File: src/rtl/tdp_pkg.sv
package tdp_pkg;
  typedef enum logic [1:0] {
    ST_OFF    = 2'd0,
    ST_POLL   = 2'd1,
    ST_SETTLE = 2'd2,
    ST_READY  = 2'd3
  } tdp_state_e;
endpackage

File: src/rtl/tdp_win_cnt.sv
module tdp_win_cnt #(
  parameter int CW = 13
) (
  input  logic          clk,
  input  logic          rst,
  input  logic          clr,
  input  logic          adv,
  input  logic [CW-1:0] last,
  output logic          at_end
);
  logic [CW-1:0] cnt_q;

  always_ff @(posedge clk) begin
    if (rst || clr) cnt_q <= '0;
    else if (adv)   cnt_q <= cnt_q + 1'b1;
  end

  assign at_end = (cnt_q == last);
endmodule

File: src/rtl/tdp_lane.sv
module tdp_lane
  import tdp_pkg::*;
#(
  parameter int WIN_TICKS    = 5000,
  parameter int SETTLE_TICKS = 4
) (
  input  logic clk,
  input  logic rst,
  input  logic tick,
  input  logic pwr_en,
  input  logic lane_en,
  input  logic det_pd,
  input  logic lane_rst,
  input  logic det_hit,
  output logic term_lo,
  output logic found,
  output logic ready
);
  localparam int MAXT = (WIN_TICKS > SETTLE_TICKS) ? WIN_TICKS : SETTLE_TICKS;
  localparam int CW   = $clog2(MAXT + 1);
  localparam logic [CW-1:0] WIN_LAST = CW'(WIN_TICKS - 1);
  localparam logic [CW-1:0] SET_LAST = CW'(SETTLE_TICKS - 1);

  tdp_state_e    state_q, state_d;
  logic          found_d;
  logic          clr, adv, at_end;
  logic [CW-1:0] last;

  assign last = (state_q == ST_POLL) ? WIN_LAST : SET_LAST;

  tdp_win_cnt #(.CW(CW)) cnt_i (
    .clk(clk), .rst(rst), .clr(clr), .adv(adv), .last(last), .at_end(at_end)
  );

  always_comb begin
    state_d = state_q;
    found_d = found;
    clr     = 1'b0;
    adv     = 1'b0;
    if (!pwr_en || !lane_en) begin
      state_d = ST_OFF;
      found_d = 1'b0;
      clr     = 1'b1;
    end else if (lane_rst) begin
      state_d = ST_POLL;
      found_d = 1'b0;
      clr     = 1'b1;
    end else begin
      unique case (state_q)
        ST_OFF: begin
          state_d = ST_POLL;
          clr     = 1'b1;
        end
        ST_POLL: begin
          if (!det_pd && tick) begin
            if (at_end) begin
              clr = 1'b1;
              if (det_hit) begin
                state_d = ST_SETTLE;
                found_d = 1'b1;
              end
            end else begin
              adv = 1'b1;
            end
          end
        end
        ST_SETTLE: begin
          if (det_pd) begin
            state_d = ST_POLL;
            clr     = 1'b1;
          end else if (tick) begin
            if (at_end) begin
              state_d = ST_READY;
              clr     = 1'b1;
            end else begin
              adv = 1'b1;
            end
          end
        end
        ST_READY: begin
          if (det_pd) begin
            state_d = ST_POLL;
            clr     = 1'b1;
          end
        end
        default: state_d = ST_OFF;
      endcase
    end
  end

  always_ff @(posedge clk) begin
    if (rst) begin
      state_q <= ST_OFF;
      found   <= 1'b0;
      term_lo <= 1'b0;
      ready   <= 1'b0;
    end else begin
      state_q <= state_d;
      found   <= found_d;
      term_lo <= (state_d == ST_SETTLE) || (state_d == ST_READY);
      ready   <= (state_d == ST_READY);
    end
  end
endmodule

File: src/rtl/term_detect_poller.sv
module term_detect_poller #(
  parameter int LANES        = 4,
  parameter int WIN_TICKS    = 5000,
  parameter int SETTLE_TICKS = 4
) (
  input  logic             clk,
  input  logic             rst,
  input  logic             tick,
  input  logic             pwr_en,
  input  logic [LANES-1:0] lane_en,
  input  logic [LANES-1:0] det_pd,
  input  logic [LANES-1:0] lane_rst,
  input  logic [LANES-1:0] det_hit,
  output logic [LANES-1:0] term_lo,
  output logic [LANES-1:0] found,
  output logic [LANES-1:0] ready
);
  for (genvar g = 0; g < LANES; g++) begin : g_lane
    tdp_lane #(
      .WIN_TICKS(WIN_TICKS),
      .SETTLE_TICKS(SETTLE_TICKS)
    ) lane_i (
      .clk(clk), .rst(rst), .tick(tick), .pwr_en(pwr_en),
      .lane_en(lane_en[g]), .det_pd(det_pd[g]), .lane_rst(lane_rst[g]),
      .det_hit(det_hit[g]), .term_lo(term_lo[g]), .found(found[g]),
      .ready(ready[g])
    );
  end
endmodule

File: config.mk
export PLATFORM = sky130hd
export DESIGN_NAME = term_detect_poller
export DESIGN_NICKNAME = d
export VERILOG_FILES = /design/src/rtl/tdp_pkg.sv /design/src/rtl/tdp_win_cnt.sv /design/src/rtl/tdp_lane.sv /design/src/rtl/term_detect_poller.sv
export SDC_FILE = /design/constraint.sdc
export NUM_CORES = 1
export LEC_CHECK = 0
export BUFFER_PORTS_ARGS = -buffer_cell sky130_fd_sc_hd__buf_4
export CAP_MARGIN = 20
export CORE_ASPECT_RATIO = 0.6
export CORE_MARGIN = 4
export CORE_UTILIZATION = 40
export DETAILED_ROUTE_END_ITERATION = 16
export GPL_TIMING_DRIVEN = 0
export SLEW_MARGIN = 5
export SYNTH_ARGS = -nofsm -noshare
export SYNTH_HDL_FRONTEND = slang
export SYNTH_SLANG_ARGS = --single-unit
File: constraint.sdc
create_clock -name clk -period 7.49 [get_ports clk]
set_clock_uncertainty 0.2 [all_clocks]
set_input_delay 1.498 -clock clk [delete_from_list [all_inputs] [get_ports clk]]
set_output_delay 1.498 -clock clk [all_outputs]
set_load 0.02 [all_outputs]
# After elaboration in Yosys (flattened, before gate mapping)
# Index checks and enable logic that the tools add are counted.
[word_totals]
register_bits = 72
output_inout_bits = 12
elab_cells = 189
[classes]
n_addsub = 4
eq_ne = 24
muxes = 104
reduce_logical = 37
[ops]
columns = ["cell", "count"]
rows = [
  ["2-to-1 mux 2 bit", 36],
  ["adder 13 x 1 -> 13 bit, second input constant", 4],
  ["== test 13 bit", 4],
  ["2-to-1 mux 1 bit", 52],
  ["2-to-1 mux 13 bit", 4],
  ["== test 2 bit, second input constant", 16],
  ["case mux 2 bit (4 select lines)", 4],
  ["case mux 1 bit (4 select lines)", 4],
  ["AND reduction 4 bit", 4],
  ["logical OR 1 bit", 12],
  ["OR reduction 3 bit", 4],
  ["logical NOT 1 bit", 9],
  ["== test 2 x 1 -> 1 bit, second input constant", 4],
  ["logical NOT 2 bit", 4],
  ["case mux 1 bit (2 select lines)", 4],
  ["logical AND 1 bit", 4],
]

# Longest topological paths before layout
[logic_depth]
ltp_word = 11
ltp_mapped = 9

# Hierarchy
# A second synthesis with hierarchy kept.
[hier_totals]
hier_cells = 486
area_unflattened_um2 = 4399.2
[by_module_without_submodules]
columns = ["module", "instances", "cells_per_inst", "area_each_um2"]
rows = [
  ["tdp_win_cnt (g_lane[2].lane_i.cnt_i ...)", 2, 83, 749.5],
  ["tdp_win_cnt (g_lane[0].lane_i.cnt_i ...)", 2, 82, 732.0],
  ["tdp_lane", 4, 39, 359.1],
]

# Least setup slack after synthesis
# OpenSTA, ideal clock, no wires.
[synth_path]
path_type = "in2reg"
start = "input port tick"
end = "register g_lane[1].lane_i.cnt_i.cnt_q[7]"
setup_ps = 70
arrival_ps = 2913
slack_ps = 4306
path_stages = 6
path_buffers = 1
path_cell_list = "clkbuf_1 nand2b_1 nor3_2 o21ai_1 or3_1 a21oi_1"
[synth_via]
elab_chain_cells = 6
word_cells_on_any_way = 14
classes_between = "mux: 12; reduce/logical: 2"
[synth_rtl]
columns = ["element", "line_no", "text"]
rows = [
  ["start: declaration", "term_detect_poller.sv:8", "input logic tick,"],
  ["2-to-1 mux 1 bit / logical AND 1 bit (equally long branches)", "tdp_lane.sv:71, tdp_lane.sv:55", ""],
  ["2-to-1 mux 1 bit (on tied branches)", "tdp_lane.sv:68, tdp_lane.sv:55", ""],
  ["case mux 1 bit (4 select lines)", "tdp_lane.sv:49", "unique case (state_q)"],
  ["2-to-1 mux 1 bit", "tdp_lane.sv:44", "end else if (lane_rst) begin"],
  ["2-to-1 mux 1 bit", "tdp_lane.sv:40", "if (!pwr_en || !lane_en) begin"],
  ["logical OR 1 bit", "tdp_win_cnt.sv:14", "if (rst || clr) cnt_q <= '0;"],
  ["end signal: assignment", "tdp_win_cnt.sv:15", "else if (adv) cnt_q <= cnt_q + 1'b1;"],
  ["end: declaration", "tdp_win_cnt.sv:11", "logic [CW-1:0] cnt_q;"],
]
# Parallel ways exist; a longest one is shown, timed or not.
# A chain may end at the register's enable or synchronous reset.

# Worst setup path after layout
[layout_path]
start = "input port tick"
end = "register g_lane[0].lane_i.cnt_i.cnt_q[12]"
[layout_via]
elab_chain_cells = 6
word_cells_on_any_way = 14
classes_between = "mux: 12; reduce/logical: 2"
[layout_rtl]
columns = ["element", "line_no"]
rows = [
  ["2-to-1 mux 1 bit / logical AND 1 bit (equally long branches)", "tdp_lane.sv:71, tdp_lane.sv:55"],
  ["2-to-1 mux 1 bit (on tied branches)", "tdp_lane.sv:68, tdp_lane.sv:55"],
  ["case mux 1 bit (4 select lines)", "tdp_lane.sv:49"],
  ["2-to-1 mux 1 bit", "tdp_lane.sv:44"],
  ["2-to-1 mux 1 bit", "tdp_lane.sv:40"],
  ["logical OR 1 bit", "tdp_win_cnt.sv:14"],
  ["end signal: assignment", "tdp_win_cnt.sv:15"],
  ["end: declaration", "tdp_win_cnt.sv:11"],
]
# Parallel ways exist; a longest one is shown, timed or not.

==> out/qor.yml <==
status: "finished, final reports clean"
fmax_mhz: 284
ios: 32
path_max_fanout: 10
period_share_pct: 47.0
clock-root-buffer: "clkbuf_16"
synthFlopType: "dfxtp_1"
final.min_clock_period_ns: 3.52
cts_tree: "yes"
clkSinkCount: 72
numCtsBuffers: 9
rrSetupSlack_ns: 4.62
synth_edf_count: 0
finalHoldViolations: 0
grt_max_degree: 13
grt_pass1_vias: 3191
cts-resized-gates: 0
grtUsageTotal_pct: 16.7
gr-total-overflow: 0
ys_ff_latch: 72
drc: 0
final_layout_size_suffix_gt1_share_pct: 12.7
viasPerCell: 5.34
synth_nets: 526
clockBufferDepth: 2
ir_worst_vdd_v: 0.000118
use_met2_pct: 22.1
synth_top_area_share_pct: 36.1
drt_iter0_markers: 251
io_buffers: 31
worst_pin_slew_ns: 0.894
die_h_um: 85.4
routedWlPerCell_um: 14.1
synth_cells: 482
crit_type: "in -> reg"
worstSetupStartpointType: "input pin"
p_leak_uw: 0.00163
fp.dieArea_sq_um: 11700
grt_use_met1_pct: 25.8
nets: 568
slew_headroom_pct: 39.9
coreArea_sq_um: 9460
grt_pass1_wl_um: 15700
max_cap_viol_count: 0
fillers: 916
totalWireLength_um: 9310
die_x_um: 137
antenna_found_initial: 0
cp.arrival_ns: 3.54
grt_busiest_layer: "met1"
use_met3_pct: 4.74
min_path_type: "reg -> reg"
gp_congestion: 0.838
dr.pass1.iters: 4
yosysUniqueCellTypes: 54
placed_area_sq_um: 4390
cellPowerDensity_nw_per_um2: 199
synthArstFlopShare_pct: 0
required_ns: 7.51
post-route-util_pct: 50.3
clock_latency_ns: 0.33
num_rows: 27
rsz0062_at_grt: "false"
yosysWarningCount: 0
synth_area_sq_um: 4000
h-tree-depth: 3
place_hpwl_um: 7060
worstSetupEndpointType: "register"
syn_to_final_growth_pct: 19.2
clk_pin_slew_ns: 0.06
ys_top_cells_by_area: "dfxtp_1 36%, ha_1 7.5%, nor2_1 5.5%"
setup_viol: 0
cts_setup_buffers: 0
via_count: 3519
postRouteAntennaNets: 0
setup_tns_ns: 0
seq_area_frac_synth_pct: 36.1
start_util_pct: 42.2
diodes: 0
synth_area_leader_cell: "dfxtp_1"
final_max_slew_viol_count: 0
stdcell_area_sq_um: 4760
hold_buffers: 0
syn_avg_cell_area_sq_um: 8.29
[metal layers]
metal | vias up | share of wire (%)
met1 | 1606 | 55
met2 | 70 | 39
met5 | - | 0
li1 | 1833 | -
met3 | 10 | 4.9
met4 | 0 | 1.0
[worst max-delay path: stages]
cell      delay [ns]
buf_4           0.10
clkbuf_1        0.40
nand2b_1        0.21
nor4_1          0.81
nand4_1         0.25
xor2_1          0.20
nor2_1          0.06
[power by group]
group | total [uW] | internal, uW | leakage (uW) | switching (uW)
registers | 385 | 384 | 0.000580 | 1.48
logic | 29.5 | 12.6 | 0.000877 | 16.9
clock network | 531 | 368 | 0.000176 | 162
[metrics by stage]
stage / hold slack (ns) / instances / setup slack [ns] / power, uW
after floorplan: 0.266 / 482 / 4.31 / 407
after global placement: 0.279 / 643 / 3.62 / 423
after detailed placement: 0.295 / 643 / 3.66 / 423
after CTS: 0.303 / 659 / 4.01 / 957
after global routing: 0.338 / 659 / 3.77 / 978
final: 0.297 / 659 / 3.97 / 945
[cell type report]
class	count	area (sq um)	area share [%]
Multi-Input combinational cell	377	2380	50.1
Sequential cell	72	1440	30.3
Clock buffer	11	243	5.10
Timing Repair Buffer	31	233	4.89
Tap cell	130	163	3.42
Clock inverter	5	128	2.68
Buffer	21	125	2.63
Inverter	12	45.0	0.946
[Yosys cell counts (6+ instances only)]
library cell / instances
dfxtp_1: 72
nor2_1: 59
nand2_1: 33
xor2_1: 25
a21oi_1: 24
ha_1: 24
nor3_1: 23
nand3_1: 21
o21ai_0: 21
nand4_1: 16
buf_4: 12
inv_1: 12
or3_1: 12
nand2b_1: 9
or4_1: 9
xnor2_1: 9
and3_1: 8
clkbuf_1: 8
nor4_1: 8
nor2b_1: 6
o211ai_1: 6
o31ai_1: 6
[cells by family after synthesis]
group | share of synthesized area (%)
AO/OA/AOI/OAI | 14.5
XOR/XNOR | 7.45
adder cells (fa/ha/maj) | 7.51
buffers and inverters | 4.26
flip-flops | 36.1
multiplexers | 0.501
AND/OR/NAND/NOR | 29.7
[state kept, by name, summed over array words and instances, names as in the netlist]
register                   flops
g_lane.lane_i.cnt_i.cnt_q     52
g_lane.lane_i.state_q          8
g_lane.lane_i.found            4
g_lane.lane_i.ready            4
g_lane.lane_i.term_lo          4
[worst paths after layout]
path / cells after the start / startpoint / end
max reg2reg: 8 / g_lane[3].lane_i.state_q[1] / g_lane[3].lane_i.cnt_i.cnt_q[12]
max: 7 / tick / g_lane[0].lane_i.cnt_i.cnt_q[12]
min: 2 / g_lane[3].lane_i.cnt_i.cnt_q[1] / g_lane[3].lane_i.cnt_i.cnt_q[1]
min reg2reg: 2 / g_lane[3].lane_i.cnt_i.cnt_q[1] / g_lane[3].lane_i.cnt_i.cnt_q[1]
[cell usage in the layout (no fill, tap or decap), types with 2 or more instances in the layout]
master	count
a21o_1	2
a21oi_1	24
a31oi_1	4
a41oi_1	3
and2_1	4
and3_1	8
and4_1	2
buf_4	43
bufinv_16	4
clkbuf_1	9
clkbuf_16	9
dfxtp_1	72
ha_1	24
inv_1	12
mux2i_1	2
nand2_1	33
nand2b_1	9
nand3_1	21
nand4_1	16
nand4b_1	4
nor2_1	59
nor2b_1	6
nor3_1	23
nor4_1	8
nor4b_1	5
o211ai_1	6
o21a_1	5
o21ai_0	21
o22ai_1	5
o31ai_1	6
or3_1	12
or4_1	9
or4_4	2
xnor2_1	9
xor2_1	25
Power figures use the tool's default switching activity.
